[src/rtl/wrg_pkg.sv]
package wrg_pkg;
    localparam int AW = 2;
    localparam logic [AW-1:0] A_MASK = 2'd0;
    localparam logic [AW-1:0] A_AUTO = 2'd1;
    localparam logic [AW-1:0] A_CNT  = 2'd2;
    localparam logic [AW-1:0] A_STAT = 2'd3;

    typedef enum logic [1:0] {
        ST_IDLE  = 2'd0,
        ST_FIRE  = 2'd1,
        ST_DRAIN = 2'd2
    } gate_st_e;
endpackage

[src/rtl/wrg_regs.sv]
module wrg_regs
    import wrg_pkg::*;
#(
    parameter int DW       = 32,
    parameter int CTL_BIT  = 0,
    parameter int STAT_BIT = 1,
    parameter bit MASK_INV = 1'b0
) (
    input  logic          clk,
    input  logic          por_n,
    input  logic          warm_rst_n,
    input  logic          wr_en,
    input  logic [AW-1:0] addr,
    input  logic [DW-1:0] wdata,
    input  logic          set_stat,
    output logic [DW-1:0] rdata,
    output logic          mask_q,
    output logic          auto_q,
    output logic          cnt_q,
    output logic          stat_q
);
    localparam logic MASK_POR = ~MASK_INV;

    logic clr_stat;
    assign clr_stat = wr_en && (addr == A_STAT) && wdata[STAT_BIT];

    always_ff @(posedge clk or negedge por_n) begin
        if (!por_n) begin
            mask_q <= MASK_POR;
            auto_q <= 1'b0;
            cnt_q  <= 1'b0;
        end else if (!warm_rst_n) begin
            mask_q <= MASK_POR;
            auto_q <= 1'b0;
            cnt_q  <= 1'b0;
        end else if (wr_en) begin
            unique case (addr)
                A_MASK:  mask_q <= wdata[CTL_BIT];
                A_AUTO:  auto_q <= wdata[CTL_BIT];
                A_CNT:   cnt_q  <= wdata[CTL_BIT];
                default: ;
            endcase
        end
    end

    // status: only power-on clears it in hardware; set wins over a same-cycle clear
    always_ff @(posedge clk or negedge por_n) begin
        if (!por_n)        stat_q <= 1'b0;
        else if (set_stat) stat_q <= 1'b1;
        else if (clr_stat) stat_q <= 1'b0;
    end

    always_comb begin
        rdata = '0;
        unique case (addr)
            A_MASK: rdata[CTL_BIT]  = mask_q;
            A_AUTO: rdata[CTL_BIT]  = auto_q;
            A_CNT:  rdata[CTL_BIT]  = cnt_q;
            A_STAT: rdata[STAT_BIT] = stat_q;
            default: ;
        endcase
    end


    warm_defaults_chk: assert property (@(posedge clk) disable iff (!por_n)
        !warm_rst_n |=> (mask_q == MASK_POR) && !auto_q && !cnt_q);

    stat_sticky_chk: assert property (@(posedge clk) disable iff (!por_n)
        stat_q && !(wr_en && addr == A_STAT && wdata[STAT_BIT]) |=> stat_q);

    stat_set_chk: assert property (@(posedge clk) disable iff (!por_n)
        set_stat |=> stat_q);
endmodule

[src/rtl/wrg_fsm.sv]
module wrg_fsm
    import wrg_pkg::*;
(
    input  logic clk,
    input  logic por_n,
    input  logic req,
    input  logic blocked,
    output logic fire_next,
    output logic pulse
);
    gate_st_e st_q, st_d;

    always_comb begin
        st_d = st_q;
        unique case (st_q)
            ST_IDLE:  if (req) st_d = blocked ? ST_DRAIN : ST_FIRE;
            ST_FIRE:  st_d = req ? ST_DRAIN : ST_IDLE;
            ST_DRAIN: if (!req) st_d = ST_IDLE;
            default:  st_d = ST_IDLE;
        endcase
    end

    always_ff @(posedge clk or negedge por_n) begin
        if (!por_n) st_q <= ST_IDLE;
        else        st_q <= st_d;
    end

    always_comb begin
        fire_next = (st_d == ST_FIRE);
        pulse     = (st_q == ST_FIRE);
    end


    one_cycle_pulse_chk: assert property (@(posedge clk) disable iff (!por_n)
        pulse |=> !pulse);

    pulse_needs_req_chk: assert property (@(posedge clk) disable iff (!por_n)
        pulse |-> $past(req));

    blocked_no_pulse_chk: assert property (@(posedge clk) disable iff (!por_n)
        blocked |=> !pulse);
endmodule

[src/rtl/wdt_rst_gate.sv]
module wdt_rst_gate
    import wrg_pkg::*;
#(
    parameter int DW       = 32,
    parameter int CTL_BIT  = 0,
    parameter int STAT_BIT = 1,
    parameter bit MASK_INV = 1'b0
) (
    input  logic          clk,
    input  logic          por_n,
    input  logic          warm_rst_n,
    input  logic          reg_wr,
    input  logic [1:0]    reg_addr,
    input  logic [DW-1:0] reg_wdata,
    output logic [DW-1:0] reg_rdata,
    input  logic          wdt_req,
    input  logic          cpu_in_rst,
    output logic          wdt_rst_out,
    output logic          wdt_cnt_en,
    output logic          rst_by_wdt
);
    logic mask_q, auto_q, cnt_q, stat_q, fire_next, blocked;

    assign blocked = (mask_q ^ MASK_INV) | (auto_q & cpu_in_rst);

    wrg_regs #(.DW(DW), .CTL_BIT(CTL_BIT), .STAT_BIT(STAT_BIT), .MASK_INV(MASK_INV)) u_regs (
        .clk(clk), .por_n(por_n), .warm_rst_n(warm_rst_n),
        .wr_en(reg_wr), .addr(reg_addr), .wdata(reg_wdata),
        .set_stat(fire_next), .rdata(reg_rdata),
        .mask_q(mask_q), .auto_q(auto_q), .cnt_q(cnt_q), .stat_q(stat_q)
    );

    wrg_fsm u_fsm (
        .clk(clk), .por_n(por_n), .req(wdt_req), .blocked(blocked),
        .fire_next(fire_next), .pulse(wdt_rst_out)
    );

    assign wdt_cnt_en = cnt_q;
    assign rst_by_wdt = stat_q;


    pulse_sets_status_chk: assert property (@(posedge clk) disable iff (!por_n)
        wdt_rst_out |-> rst_by_wdt);

    auto_block_chk: assert property (@(posedge clk) disable iff (!por_n)
        (auto_q && cpu_in_rst) |=> !wdt_rst_out);
endmodule

[config.mk]
export PLATFORM = sky130hd
export DESIGN_NAME = wdt_rst_gate
export DESIGN_NICKNAME = d
export VERILOG_FILES = /design/src/rtl/wrg_pkg.sv /design/src/rtl/wrg_regs.sv /design/src/rtl/wrg_fsm.sv /design/src/rtl/wdt_rst_gate.sv
export SDC_FILE = /design/constraint.sdc
export NUM_CORES = 1
export LEC_CHECK = 0
export BUFFER_PORTS_ARGS = -buffer_cell sky130_fd_sc_hd__clkbuf_2
export CAP_MARGIN = 20
export CELL_PAD_IN_SITES_DETAIL_PLACEMENT = 0
export CELL_PAD_IN_SITES_GLOBAL_PLACEMENT = 1
export CORE_ASPECT_RATIO = 1.5
export CORE_MARGIN = 2
export CORE_UTILIZATION = 17
export CTS_BUF_LIST = sky130_fd_sc_hd__clkbuf_2
export CTS_CLUSTER_DIAMETER = 40
export DETAILED_ROUTE_END_ITERATION = 16
export MAX_ROUTING_LAYER = met4
export PLACE_DENSITY = 0.83
export SYNTH_ARGS = -nofsm -noshare
export SYNTH_HDL_FRONTEND = slang
export SYNTH_SLANG_ARGS = --single-unit
export TNS_END_PERCENT = 10
[constraint.sdc]
create_clock -name clk -period 1.1 [get_ports clk]
set_clock_uncertainty 0.2 [all_clocks]
set_input_delay 0.22 -clock clk [delete_from_list [all_inputs] [get_ports clk]]
set_output_delay 0.22 -clock clk [all_outputs]
set_load 0.05 [all_outputs]
* Word level (Yosys, flattened, before mapping) *
Cells that the tools add are included.

storage, ports and cells
  output and inout port bits = 35
  logic and storage cells = 43
  register bits = 6

cells by class
  bitwise gates (word level) = 2
  muxes and demuxes = 18
  reduce and logical (&&, ||, !) cells = 8
  equality and inequality tests = 10

operators with widths
  operator                                                                 count
  1-bit two-way mux                                                        12
  2-bit two-way mux                                                        4
  2-bit by 1-bit inequality test with 1-bit output, second input constant  4
  2-bit by 1-bit equality test with 1-bit output, second input constant    3
  2-bit equality test, second input constant                               3
  2-bit case mux with 3 select lines                                       1
  2-bit AND reduction                                                      3
  2-bit logical NOT                                                        2
  1-bit case mux with 3 select lines                                       1
  1-bit logical AND                                                        2
  2-bit nonzero test                                                       1
  1-bit bitwise AND                                                        1
  1-bit OR                                                                 1

* Depth between registers and ports, before layout *
  depth in word-level cells = 7
  depth in mapped cells = 2

* Modules after synthesis *
From an unflattened synthesis, not the netlist that was laid out.

second synthesis, totals
  cells, all modules = 62
  area, all modules = 548.0 µm²

by module, submodules not included
  module        area each (µm²)  seq. area each (µm²)  instances  cells each
  wrg_regs      449.2            101.3                 1          52
  wrg_fsm       91.3             50.0                  1          9
  wdt_rst_gate  7.5              0.0                   1          1

* Worst setup path after synthesis *
No wires, ideal clock.

  path type = register -> output
  start point = reg u_regs.cnt_q
  end point = out reg_rdata[0]
  arrival = 1862 ps
  path slack = -1182 ps
  cell stages (with the launch flop) = 3
  path through = dfrtp_1 -> mux2i_1 -> o21ai_0

on the way
  word-level cells in the longest chain between the ends = 1

ends and longest elaborated chain
  item                                line                source
  start, declared                     wrg_regs.sv:19      output logic cnt_q,
  start signal, assigned              wrg_regs.sv:40      A_CNT: cnt_q <= wdata[CTL_BIT];
  1-bit case mux with 3 select lines  wrg_regs.sv:55      unique case (addr)
  end, declared                       wdt_rst_gate.sv:15  output logic [DW-1:0] reg_rdata,

No other way between the ends.

* Final worst setup path *
  start point = reg u_regs.mask_q
  end point = out reg_rdata[0]

on the way
  word-level cells in the longest chain between the ends = 1

ends and longest elaborated chain
  item                                line            source
  start, declared                     wrg_regs.sv:17  output logic mask_q,
  start signal, assigned              wrg_regs.sv:38  A_MASK: mask_q <= wdata[CTL_BIT];
  1-bit case mux with 3 select lines  wrg_regs.sv:55

No other way between the ends.

==> metrics <==
crit path capture type=output port; r2r worst-path depth=3; GRT Overall Usage=about 6%; Hold/Removal Path Class=in2reg; slowest cell delay on critical path=0.54 ns; violated checks=negative setup slack; Fin. Hold Viols=0; DRT Pass-1 Iters=2; row cnt=25; Die H=around 73 um; WP buf/inv=1; IO Pins=75; Clock Path Buffers=2; YS warnings=0; final setup fails=9; Tmin final=about 1.5 ns; Mapped Area=539 um2; power density over the cells=~1200 nW/um2; post-DP HPWL=about 850 um; VDD IR max=0.456 mV; GPL Wtd Cong=around 0.89; Port Buf Inserts=14; largest net degree at the start of global routing=7; Pleak=0.391 nW; via count=409; cts bufs inserted=3; register bit total from synthesis=6; clock root buffer=clkbuf_2; CP Max Fanout=2; Placed Instances=120; ordered cell list for the critical path=mux2i_2 > o21ai_4 > buf_12; first-pass GRT wire length=1.51 mm; share of layout cells above drive strength 1=~37%; reg2reg setup slack=-0.15 ns; drt via density=between 3 and 4; Synth Instances=60; initial antenna violation count=0; CTS tree=yes; Area Overhead vs Synth=39.7%; # clock sinks=6; Req. time, crit path=~0.68 ns; type of origin of the critical path=flip-flop; DRT antenna net count=0; total grt overflow=0; postcts setup bufs=0; fin nets=between 100 and 150; die width=50.0 um; max cap viols=0; DRC=0; Power Total=approximately 0.0009 W; final cell count without fillers=roughly 130; Core Area=3100 um2; DIE AREA=3650 um2; mean post-synth cell area=roughly 9 um2; WP data arrival=roughly 1.1 ns; Initial Utilization=around 17%; Setup TNS=-1.69 ns; Cell variety after synth=20; Finished Core Util=between 20% and 30%; hold depth=2; fmax=648 MHz; critical path's slowest cell=dfstp_2; routed len/inst=8.02 um; status=finished, violations left; vias in the first global route=about 370; RSZ-0062 raised after global routing=yes; WL final=~1.0 mm; # fillers=between 300 and 400; Clock transition at path regs=approximately 0.050 ns; CTS H-tree lvls=1; cell family with most CP delay=flip-flops; post-place setup slack=-0.247 ns; Slew Limit Fails=0; Skew-Pair Late Insertion Delay=between 0.2 and 0.25 ns; register area share after synthesis=between 20% and 30%; Initial DRC Count=2; final period utilization=140%; Crit path depth=3; setup ws final=-0.443 ns; n_diodes=0; critical setup path kind=reg2out
kinds of logic after synthesis:
kind of cell / Yosys count / share of synthesized area, %
buffers and inverters: 31 / 42.5
AND/OR/NAND/NOR: 14 / 15.8
flip-flops: 6 / 28.1
AO/OA/AOI/OAI: 5 / 7.42
multiplexers: 3 / 5.57
other: 1 / 0.695
per-layer routing:
| metal | routed length [um] | global-route usage [%] |
|---|---|---|
| met5 | 0 | - |
| met4 | 0 | 3.70 |
| met3 | 100 | 2.46 |
| met2 | 450 | 8.33 |
| met1 | 460 | 6.71 |
stage by stage:
| step | area (um2) | hold WS, ns |
|---|---|---|
| after CTS | 743 | 0.00566 |
| after global routing | 753 | 0.0421 |
| after global placement | 662 | -0.153 |
| final | 753 | 0.0254 |
| after detailed placement | 662 | -0.143 |
| after floorplan | 669 | -0.276 |
cells in the final DEF, fill, tap and decap left out:
master         instances
o2bb2ai_1              1
buf_12                 3
nand4bb_1              1
nand2b_1               1
o211a_1                1
nor3b_1                1
a211o_1                1
dfrtp_1                3
buf_4                  5
nand2_1                4
buf_6                  2
nor2b_2                1
clkbuf_16              2
nand4_1                1
dlygate4sd3_1          2
o211ai_1               1
nor2_1                 1
nand3b_1               3
inv_1                  1
clkbuf_2              13
conb_1                30
dfstp_2                1
and3_4                 1
o21ai_4                1
mux2i_1                2
mux2i_2                1
dfrtp_2                2
area by class of cell:
type / instances / area [um2] / share of cell area (%)
Multi-Input combinational cell: 52 / 290 / 38.5
Timing Repair Buffer: 23 / 235 / 31.2
Sequential cell: 6 / 154 / 20.4
Tap cell: 40 / 50.0 / 6.64
Clock buffer: 4 / 20.0 / 2.66
Inverter: 1 / 3.75 / 0.498
power breakdown:
part	switching [W]	total (W)	internal (W)
Sequential	0.0000119	0.000251	0.000240
Clock	0.0000823	0.000179	0.0000964
Combinational	0.000338	0.000471	0.000133
state kept, by name, summed over array words and instances, names as in the netlist:
name and cells:
u_regs.auto_q 1, u_regs.mask_q 1, u_regs.stat_q 1, u_regs.cnt_q 1, u_fsm.st_q 2
synth_stat cells:
master / count / area share [%]
o2bb2ai_1: 1 / 1.6
o211ai_1: 1 / 1.4
nand2_1: 4 / 2.8
inv_1: 1 / 0.70
nor2_1: 1 / 0.70
nand4_1: 1 / 1.2
mux2i_1: 3 / 5.6
nand2b_1: 1 / 1.2
nor3b_1: 1 / 1.4
nand3b_1: 3 / 4.2
a211o_1: 1 / 1.6
conb_1: 1 / 0.70
o21ai_0: 1 / 0.93
nor2b_1: 1 / 1.2
and3_1: 1 / 1.2
nand4bb_1: 1 / 2.1
dfrtp_1: 5 / 23
o211a_1: 1 / 1.9
buf_4: 30 / 42
dfstp_2: 1 / 4.9
final timing paths:
path	start	endpoint
min in group asynchronous	por_n	u_fsm.st_q[1]
worst max register to register	u_regs.mask_q	u_fsm.st_q[1]
worst max-delay path	u_regs.mask_q	reg_rdata[0]
worst min-delay path	warm_rst_n	u_regs.mask_q
max in group asynchronous	por_n	u_regs.mask_q
worst min register to register	u_fsm.st_q[1]	u_fsm.st_q[1]
timing repair:
action                                 4_1_cts  5_1_grt
gates resized for setup                      9        0
hold buffers                                 1        1
endpoints found under the hold margin        6        1
setup endpoints to repair                    9        9
pin swaps                                    4        0
Note: power is estimated with default switching activity, not from simulation.
